<file path="config.mk">
export PLATFORM = sky130hd
export DESIGN_NAME = wdog_two_stage
export DESIGN_NICKNAME = d
export VERILOG_FILES = /design/src/rtl/wdog_pkg.sv /design/src/rtl/wdog_edge.sv /design/src/rtl/wdog_count.sv /design/src/rtl/wdog_seq.sv /design/src/rtl/wdog_sticky.sv /design/src/rtl/wdog_two_stage.sv
export SDC_FILE = /design/constraint.sdc
export NUM_CORES = 1
export LEC_CHECK = 0
export ABC_CLOCK_PERIOD_IN_PS = 3600
export BUFFER_PORTS_ARGS = -buffer_cell sky130_fd_sc_hd__buf_2
export CAP_MARGIN = 20
export CELL_PAD_IN_SITES_DETAIL_PLACEMENT = 0
export CELL_PAD_IN_SITES_GLOBAL_PLACEMENT = 1
export CORE_MARGIN = 2
export CORE_UTILIZATION = 39
export CTS_CLUSTER_DIAMETER = 100
export CTS_CLUSTER_SIZE = 40
export DETAILED_ROUTE_END_ITERATION = 10
export PLACE_DENSITY_LB_ADDON = 0.1
export SYNTH_ARGS = -nofsm -noshare
export SYNTH_HDL_FRONTEND = slang
export SYNTH_SLANG_ARGS = --single-unit
</file>
<file path="constraint.sdc">
create_clock -name clk -period 3.6 [get_ports clk]
set_input_delay 0.36 -clock clk [delete_from_list [all_inputs] [get_ports clk]]
set_output_delay 0.36 -clock clk [all_outputs]
set_load 0.005 [all_outputs]
</file>
<file path="src/rtl/wdog_pkg.sv">
package wdog_pkg;

  typedef enum logic {
    STG_ONE = 1'b0,
    STG_TWO = 1'b1
  } stage_e;

  localparam logic [1:0] EVT_CODE_IRQ = 2'd0;
  localparam logic [1:0] EVT_CODE_SMI = 2'd2;

  typedef struct packed {
    logic irq;
    logic smi;
  } evt_sel_t;

  // Map the two-bit event type to the line it drives at first-window expiry.
  function automatic evt_sel_t decode_evt(input logic [1:0] code);
    evt_sel_t r;
    r.irq = (code == EVT_CODE_IRQ);
    r.smi = (code == EVT_CODE_SMI);
    return r;
  endfunction

endpackage

</file>
<file path="src/rtl/wdog_edge.sv">
module wdog_edge (
  input  logic clk,
  input  logic rst_n,
  input  logic en_i,
  output logic rise_o
);

  logic en_q;

  always_ff @(posedge clk or negedge rst_n) begin
    if (!rst_n) en_q <= 1'b0;
    else        en_q <= en_i;
  end

  assign rise_o = en_i & ~en_q;

  // an enable edge is reported for one cycle only
  a_r4_rise_single: assert property (@(posedge clk) disable iff (!rst_n)
    rise_o |=> !rise_o);

endmodule

</file>
<file path="src/rtl/wdog_count.sv">
module wdog_count #(
  parameter int PRE_W      = 20,
  parameter int SLOW_SHIFT = 15,
  parameter int FAST_SHIFT = 5
) (
  input  logic             clk,
  input  logic             rst_n,
  input  logic [PRE_W-1:0] pre_one_i,
  input  logic [PRE_W-1:0] pre_two_i,
  input  logic             fast_i,
  input  logic             load_i,
  input  logic             sel_two_i,
  input  logic             clear_i,
  input  logic             dec_i,
  output logic             last_o
);

  localparam int MAX_SHIFT = (SLOW_SHIFT > FAST_SHIFT) ? SLOW_SHIFT : FAST_SHIFT;
  localparam int CNT_W     = PRE_W + MAX_SHIFT;

  // Scale a preload into reference ticks for the selected time base.
  function automatic logic [CNT_W-1:0] scale_preload(input logic [PRE_W-1:0] pre,
                                                     input logic fast);
    logic [CNT_W-1:0] wide;
    wide = CNT_W'(pre);
    return fast ? (wide << FAST_SHIFT) : (wide << SLOW_SHIFT);
  endfunction

  logic [CNT_W-1:0] cnt_q;
  logic [CNT_W-1:0] load_val;

  assign load_val = scale_preload(sel_two_i ? pre_two_i : pre_one_i, fast_i);

  always_ff @(posedge clk or negedge rst_n) begin
    if (!rst_n)       cnt_q <= '0;
    else if (clear_i) cnt_q <= '0;
    else if (load_i)  cnt_q <= load_val;
    else if (dec_i)   cnt_q <= cnt_q - 1'b1;
  end

  // A count of one or zero means the next tick ends the window.
  assign last_o = (cnt_q <= CNT_W'(1));

  // without load, clear or step the remaining count is held
  a_r3_hold_between_ticks: assert property (@(posedge clk) disable iff (!rst_n)
    (!load_i && !clear_i && !dec_i) |=> $stable(cnt_q));

  // the sequencer never steps an exhausted count
  a_r2_no_wrap: assert property (@(posedge clk) disable iff (!rst_n)
    dec_i |-> (cnt_q != '0));

endmodule

</file>
<file path="src/rtl/wdog_seq.sv">
module wdog_seq
  import wdog_pkg::*;
(
  input  logic       clk,
  input  logic       rst_n,
  input  logic       en_i,
  input  logic       rise_i,
  input  logic       kick_i,
  input  logic       tick_i,
  input  logic       last_i,
  input  logic       free_run_i,
  input  logic       reboot_en_i,
  input  logic [1:0] evt_type_i,
  output logic       load_o,
  output logic       sel_two_o,
  output logic       clear_o,
  output logic       dec_o,
  output logic       flag_set_o,
  output logic       irq_o,
  output logic       smi_o,
  output logic       rst_req_o,
  output stage_e     stage_o
);

  stage_e   stage_q;
  logic     run_q;
  logic     irq_q, smi_q, req_q;
  logic     restart;
  logic     expire;
  logic     exp_one;
  logic     exp_two;
  logic     park;
  evt_sel_t evt;

  assign evt     = decode_evt(evt_type_i);
  assign restart = en_i & (rise_i | kick_i);
  assign expire  = run_q & en_i & tick_i & last_i & ~restart;
  assign exp_one = expire & (stage_q == STG_ONE);
  assign exp_two = expire & (stage_q == STG_TWO);
  assign park    = exp_two & ~free_run_i;

  // Counter control
  assign load_o     = restart | exp_one | (exp_two & free_run_i);
  assign sel_two_o  = exp_one;
  assign clear_o    = ~en_i | park;
  assign dec_o      = run_q & en_i & tick_i & ~restart & ~expire;
  assign flag_set_o = exp_two & reboot_en_i;

  always_ff @(posedge clk or negedge rst_n) begin
    if (!rst_n) begin
      run_q   <= 1'b0;
      stage_q <= STG_ONE;
    end else if (!en_i) begin
      run_q   <= 1'b0;
    end else if (restart) begin
      run_q   <= 1'b1;
      stage_q <= STG_ONE;
    end else if (exp_one) begin
      stage_q <= STG_TWO;
    end else if (exp_two) begin
      run_q   <= free_run_i;
      stage_q <= free_run_i ? STG_ONE : STG_TWO;
    end
  end

  always_ff @(posedge clk or negedge rst_n) begin
    if (!rst_n) begin
      irq_q <= 1'b0;
      smi_q <= 1'b0;
      req_q <= 1'b0;
    end else begin
      irq_q <= exp_one & evt.irq;
      smi_q <= exp_one & evt.smi;
      req_q <= exp_two & reboot_en_i;
    end
  end

  assign irq_o     = irq_q;
  assign smi_o     = smi_q;
  assign rst_req_o = req_q;
  assign stage_o   = stage_q;

  // single-cycle pulses
  a_r9_irq_pulse: assert property (@(posedge clk) disable iff (!rst_n)
    irq_o |=> !irq_o);
  a_r9_smi_pulse: assert property (@(posedge clk) disable iff (!rst_n)
    smi_o |=> !smi_o);
  a_r9_req_pulse: assert property (@(posedge clk) disable iff (!rst_n)
    rst_req_o |=> !rst_req_o);
  a_r9_evt_exclusive: assert property (@(posedge clk) disable iff (!rst_n)
    !(irq_o && smi_o));

  // an early-warning event coincides with entry into the second window
  a_r6_evt_in_stage_two: assert property (@(posedge clk) disable iff (!rst_n)
    (irq_o || smi_o) |-> (stage_o == STG_TWO));

  // a disabled core produces nothing in the following cycle
  a_r4_disabled_quiet: assert property (@(posedge clk) disable iff (!rst_n)
    !en_i |=> (!irq_o && !smi_o && !rst_req_o && $stable(stage_o)));

  // a keepalive while enabled forces the first window
  a_r5_kick_stage_one: assert property (@(posedge clk) disable iff (!rst_n)
    (en_i && kick_i) |=> (stage_o == STG_ONE && !irq_o && !smi_o && !rst_req_o));

  // a parked core stays silent until restarted
  a_r8_parked_silent: assert property (@(posedge clk) disable iff (!rst_n)
    (!run_q && !restart) |=> (!irq_o && !smi_o && !rst_req_o && $stable(stage_o)));

endmodule

</file>
<file path="src/rtl/wdog_sticky.sv">
module wdog_sticky (
  input  logic clk,
  input  logic rst_n,
  input  logic set_i,
  input  logic clr_i,
  output logic flag_o
);

  logic flag_q;

  always_ff @(posedge clk or negedge rst_n) begin
    if (!rst_n)      flag_q <= 1'b0;
    else if (set_i)  flag_q <= 1'b1;
    else if (clr_i)  flag_q <= 1'b0;
  end

  assign flag_o = flag_q;

  // held without a clear, set wins against a clear
  a_r10_flag_hold: assert property (@(posedge clk) disable iff (!rst_n)
    (flag_o && !clr_i) |=> flag_o);
  a_r10_set_wins: assert property (@(posedge clk) disable iff (!rst_n)
    set_i |=> flag_o);

endmodule

</file>
<file path="src/rtl/wdog_two_stage.sv">
module wdog_two_stage
  import wdog_pkg::*;
#(
  parameter int PRE_W      = 20,
  parameter int SLOW_SHIFT = 15,
  parameter int FAST_SHIFT = 5
) (
  input  logic             clk,
  input  logic             rst_n,
  input  logic             tick_i,
  input  logic             en_i,
  input  logic             free_run_i,
  input  logic             reboot_en_i,
  input  logic             fast_scale_i,
  input  logic [1:0]       evt_type_i,
  input  logic             kick_i,
  input  logic [PRE_W-1:0] preload_one_i,
  input  logic [PRE_W-1:0] preload_two_i,
  input  logic             flag_clr_i,
  output logic             irq_o,
  output logic             smi_o,
  output logic             rst_req_o,
  output logic             prev_reboot_o,
  output logic             stage_o
);

  logic   en_rise;
  logic   cnt_load;
  logic   cnt_sel_two;
  logic   cnt_clear;
  logic   cnt_dec;
  logic   cnt_last;
  logic   flag_set;
  stage_e stage;

  wdog_edge u_edge (
    .clk    (clk),
    .rst_n  (rst_n),
    .en_i   (en_i),
    .rise_o (en_rise)
  );

  wdog_count #(
    .PRE_W      (PRE_W),
    .SLOW_SHIFT (SLOW_SHIFT),
    .FAST_SHIFT (FAST_SHIFT)
  ) u_count (
    .clk       (clk),
    .rst_n     (rst_n),
    .pre_one_i (preload_one_i),
    .pre_two_i (preload_two_i),
    .fast_i    (fast_scale_i),
    .load_i    (cnt_load),
    .sel_two_i (cnt_sel_two),
    .clear_i   (cnt_clear),
    .dec_i     (cnt_dec),
    .last_o    (cnt_last)
  );

  wdog_seq u_seq (
    .clk         (clk),
    .rst_n       (rst_n),
    .en_i        (en_i),
    .rise_i      (en_rise),
    .kick_i      (kick_i),
    .tick_i      (tick_i),
    .last_i      (cnt_last),
    .free_run_i  (free_run_i),
    .reboot_en_i (reboot_en_i),
    .evt_type_i  (evt_type_i),
    .load_o      (cnt_load),
    .sel_two_o   (cnt_sel_two),
    .clear_o     (cnt_clear),
    .dec_o       (cnt_dec),
    .flag_set_o  (flag_set),
    .irq_o       (irq_o),
    .smi_o       (smi_o),
    .rst_req_o   (rst_req_o),
    .stage_o     (stage)
  );

  wdog_sticky u_flag (
    .clk    (clk),
    .rst_n  (rst_n),
    .set_i  (flag_set),
    .clr_i  (flag_clr_i),
    .flag_o (prev_reboot_o)
  );

  assign stage_o = stage;

  // a reset request is always accompanied by the set flag
  a_r7_req_sets_flag: assert property (@(posedge clk) disable iff (!rst_n)
    rst_req_o |-> prev_reboot_o);

endmodule

</file>
# == After elaboration in Yosys (flattened, before gate mapping) ==
# Cells that the tools add are included.
# totals
register_bits,42
wordCells,59
out_inout_bits,5
in_bits,51
# op_classes
bitwise_logic,25
n_mux,15
order_cmp,1
reduce_logical,6
n_eq_ne,3
add_sub_neg,1
# op_table
op,count
$mux 35,4
$le 35x1->1 const B,1
$sub 35x1->35 const B,1
$mux 20,1
$and 1x1->1,15
$mux 1,10
$not 1->1,6
$reduce_bool 3->1,2
$or 1x1->1,4
$reduce_and 2->1,2
$ne 3x1->1 const B,1
$ne 3x2->1 const B,1
$eq 2x2->1 const B,1
$logic_not 2->1,1
$reduce_bool 2->1,1

# == Depth between registers and ports, before layout ==
# depth
word_depth,11
mapped_depth,9
ltp_nobuf,7

# == By module ==
# A second synthesis with hierarchy kept.
# hier_totals
cells_unflattened,358
area_unflattened_um2,3075.4
# modules_own_cells
mod,cells_per_inst,instances,seq_area_each_um2,area_per_inst_um2
wdog_count,326,1,875.8,2721.4
wdog_seq,27,1,125.1,279.0
wdog_edge,2,1,25.0,38.8
wdog_sticky,3,1,25.0,36.3

# == Worst setup path after synthesis ==
# OpenSTA, ideal clock, no wires.
# synth_path
path_kind,register to register
start,reg u_count.cnt_q[11]
end,reg u_count.cnt_q[22]
arrival_time_ps,3278
synth_period_minus_slack_ps,3404
required_time_ps,3474
n_path_buf,1
slack_ps,196
stages_incl_launch_ff,8
setup_ps,126
cell_sequence,dfrtp_1 or4_4 or4b_4 or4_4 nor4_4 buf_6 mux4_1 a221o_1
# synth_via
elab_chain_len,8
word_cells_on_any_way,19
cone_classes,add/sub: 1; order compare: 1; mux: 5; bitwise: 11; reduce/logical: 1
# synth_rtl
item,line_no,source
start: declaration,wdog_count.sv:29,logic [CNT_W-1:0] cnt_q;
start signal: assignment,wdog_count.sv:37,else if (load_i) cnt_q <= load_val;
start signal: assignment,wdog_count.sv:38,else if (dec_i) cnt_q <= cnt_q - 1'b1;
$le 35x1->1,wdog_count.sv:42,assign last_o = (cnt_q <= CNT_W'(1));
$and 1x1->1 (2 in series),wdog_seq.sv:37,assign expire = run_q & en_i & tick_i & last_i & ~restart;
"$and 1x1->1, on equally long branches","wdog_seq.sv:38, wdog_seq.sv:39",
$mux 20 (tied with other cells),wdog_count.sv:32,"assign load_val = scale_preload(sel_two_i ? pre_two_i : pre_one_i, fast_i);"
$mux 35 or $or 1x1->1 (tied branches),"wdog_count.sv:26, wdog_seq.sv:43",
$mux 35,wdog_count.sv:37,
$mux 35,wdog_count.sv:36,else if (clear_i) cnt_q <= '0;
# Parallel ways exist; a longest one is shown, timed or not. The select of a mux whose other input is x is not followed.
# A chain may end at the register's enable or synchronous reset.

# == Final worst setup path ==
# layout_path
start,reg u_count.cnt_q[11]
end,reg u_count.cnt_q[23]
# Same word-level chain as after synthesis.

==> flow_summary_export.csv <==
group,metric,value,unit
outcome,status,"finished, final reports clean",
pwr,p_sw_share,30.64,%
cts,clk_pin_slew,80,ps
floorplan,start_util,40.37,%
setup_path,r2r-end,"u_count.cnt_q[23]",
timing,period_share,99.35,%
floorplan,core_area,7292,um2
routing,routed_wl,9.413,mm
cells_and_area,fin_nets,417,
cells_and_area,syn_to_final_growth,22.06,%
setup_path,endpoint,"u_count.cnt_q[23]",
setup_path,critPathCaptureType,"flip-flop",
setup_path,critPathArrivalTime,3770,ps
setup_path,worstRegToRegCells,9,
synth,synth_ff_type,"dfrtp_1",
synth,synthTopCellsByCount,"dfrtp_1, mux2i_1, nor2_1, nor3_1, o22ai_1",
global_route,grt_start_max_net_pins,43,
pwr,combinationalPowerShare,24.8,%
synth,yosys_warnings,0,
synth,synth_top_area_share,35.70,%
timing,relSlewSlack,48.71,%
setup_path,critPathKind,"reg2reg",
timing,fmax,279.6,MHz
global_route,grt_pass1_wl,14.85,mm
timing,min_period,3576,ps
min_path,min_from,"en_i",
synth,syn_area_per_cell,9.980,um2
timing,worst_slack,23.56,ps
pwr,powerDensity,308.3,nW/um2
timing,setup_viol,0,
setup_path,r2r_setup_slack,20,ps
routing,num_vias,2733,
synth,synth_edf_count,0,
timing,tns,0,ps
synth,synth_most_common_cell,"dfrtp_1",
synth,ys_ff_latch,42,
timing,finClkSkew,4.661,ps
setup_path,required,3790,ps
cells_and_area,drive_gt1_share,26.72,%
cells_and_area,final_util,49.28,%
routing,first_pass_iters,4,
placement,place_ws,60.06,ps
global_route,track_usage,23.00,%
cts,htree_num_levels,2,
cts,cts_made_buffers,5,
timing,report.final.slew_viol_count,0,
cts,insertion_delay,300,ps
pwr,vdd_drop_max,0.1262,mV
global_route,antenna_found_initial,0,
setup_path,cp_max_fo,5,
placement,dp_hpwl,6.715,mm
floorplan,ios,56,
cells_and_area,finalInstanceArea,3593,um2
cts,cts_buffer_depth,2,
routing,drc_errors,0,
synth,ys_types,51,
pwr,p_clk_share,28.0,%
setup_path,r2r_start,"u_count.cnt_q[11]",
timing,worst_pin_slew,766.5,ps
routing,drt_iter0_drc,176,
placement,dpl.cell_count,446,
pwr,internal-power,0.7686,mW
pwr,switching_power,0.3394,mW
floorplan,die-width,90.89,um
timing,hold_viol,0,
placement,place_area,3395,um2
cts,cts_tree,"built",
placement,portBuffers,55,
routing,via_per_inst,5.916,
floorplan,num_rows,31,
routing,post_drt_wl_per_cell,20.37,um
flow_run,maxCapViolCount,0,
global_route,gr-total-overflow,0,
setup_path,crit_start,"u_count.cnt_q[11]",
synth,synth_nets,348,
timing,rsz0062_at_grt,"true",
min_path,hold_path_class,"in2reg",
routing,antenna_left,0,
cts,cts_root_buf,"clkbuf_8",
synth,async_flop_share,100.0,%
timing,whs,214.3,ps
pwr,seq_power_share,47.2,%
pwr,power.total,1.108,mW
cts,cts_num_sinks,42,
synth,synth_top_cell_by_area,"dfrtp_1",
synth,netlist_area,2944,um2
placement,gp_congestion,0.8984,
synth,synthCells,295,
setup_path,startpoint_type,"flip-flop",
floorplan,die_area,8260,um2
cells_and_area,stdcell_count,462,
cells_and_area,diodes,0,
floorplan,die_y,90.89,um
global_route,grt_pass1_vias,2731,
synth,ys_seq_area_share,35.70,%
synth,synthTopCellsByArea,"dfrtp_1, mux4_1, mux2i_1",
pwr,leakagePower,1.506,nW
final cells by class:
class / count / area [um2]
flip-flops and latches: 42 / 1051
clock buffers: 6 / 82.58
fillers: 717 / 3699
multi-input cells: 230 / 1777
inverters: 4 / 15.01
repair buffers: 81 / 544.3
well taps: 99 / 123.9
how the worst min path moves through the flow:
stage | to | slack, ps | cells after the start
detailed placement | u_flag.flag_o | 470 | 1
floorplan | u_count.cnt_q[0] | 60 | 0
global placement | u_flag.flag_o | 460 | 1
CTS | u_edge.en_q | 210 | 1
global route | u_edge.en_q | 210 | 1
finish | u_edge.en_q | 210 | 1
power by group through the flow:
| stage | Sequential (mW) | Clock [mW] | Combinational, mW |
|---|---|---|---|
| global placement | 0.531 | 0 | 0.261 |
| finish | 0.523 | 0.310 | 0.274 |
| detailed placement | 0.532 | 0 | 0.260 |
| floorplan | 0.524 | 0 | 0.160 |
| CTS | 0.522 | 0.319 | 0.262 |
| global route | 0.527 | 0.340 | 0.302 |
timing repair:
item,4_1_cts,5_1_grt
hold buffers,0,1
hold endpoints to repair,0,3
gates resized for setup,0,4
buffers inserted,0,7
setup endpoints to repair,0,5
layer usage:
layer	vias up	share of wire (%)	track usage, %
li1	1291	-	-
met1	1330	46	32.59
met2	104	46	36.94
met3	8	6.1	3.589
met4	0	1.2	5.808
met5	-	0	0
critical path: stages (launching register included):
cell,delay (ps)
dfrtp_1,410
or4_4,540
or4b_4,510
or4_4,510
nor4_4,310
buf_12,150
buf_6,130
buf_4,130
mux4_1,550
a21bo_2,220
placed cells by master, fill, tap and decap left out, types with 2 or more instances in the layout:
master    count
nand2b_1      5
mux4_2        3
nand3_1      13
clkbuf_8      6
dfrtp_1      42
o21a_1        2
xnor2_1      15
nand4_1       5
o21ai_0       6
a21oi_1       3
and2_1        4
nor4b_1       3
and3_1        2
nand2_1       9
buf_12        4
a221o_1       6
inv_1         4
mux4_1        7
ha_1          2
a21o_1        5
nor3_1       21
buf_2        55
or4_4         2
nor3b_1       4
nor2_1       21
or3_1        10
mux2i_1      21
xor2_1        4
or4_1         6
nor4_1       11
nand4b_1      2
o22ai_1      16
o32ai_1       2
buf_4        19
o31ai_1       2
a31oi_1       2
logic make-up (layout without fill, tap and decap cells):
group,after synthesis,after routing,synth area share (%)
xor gates and xnor gates,19,19,5.652
adders and majority gates,2,2,0.8498
muxes,31,31,15.94
DFF,42,42,35.70
AOI/OAI and AO/OA,55,55,13.85
and+or+nand+nor,123,123,24.31
buffers and inverters,23,91,3.697
flip-flops by register name, summed over array words and instances, names as in the netlist:
register         count
u_count.cnt_q       35
u_edge.en_q          1
u_flag.flag_o        1
u_seq.irq_o          1
u_seq.rst_req_o      1
u_seq.run_q          1
u_seq.smi_o          1
u_seq.stage_o        1
No activity file was read; power rests on OpenSTA's default activity.
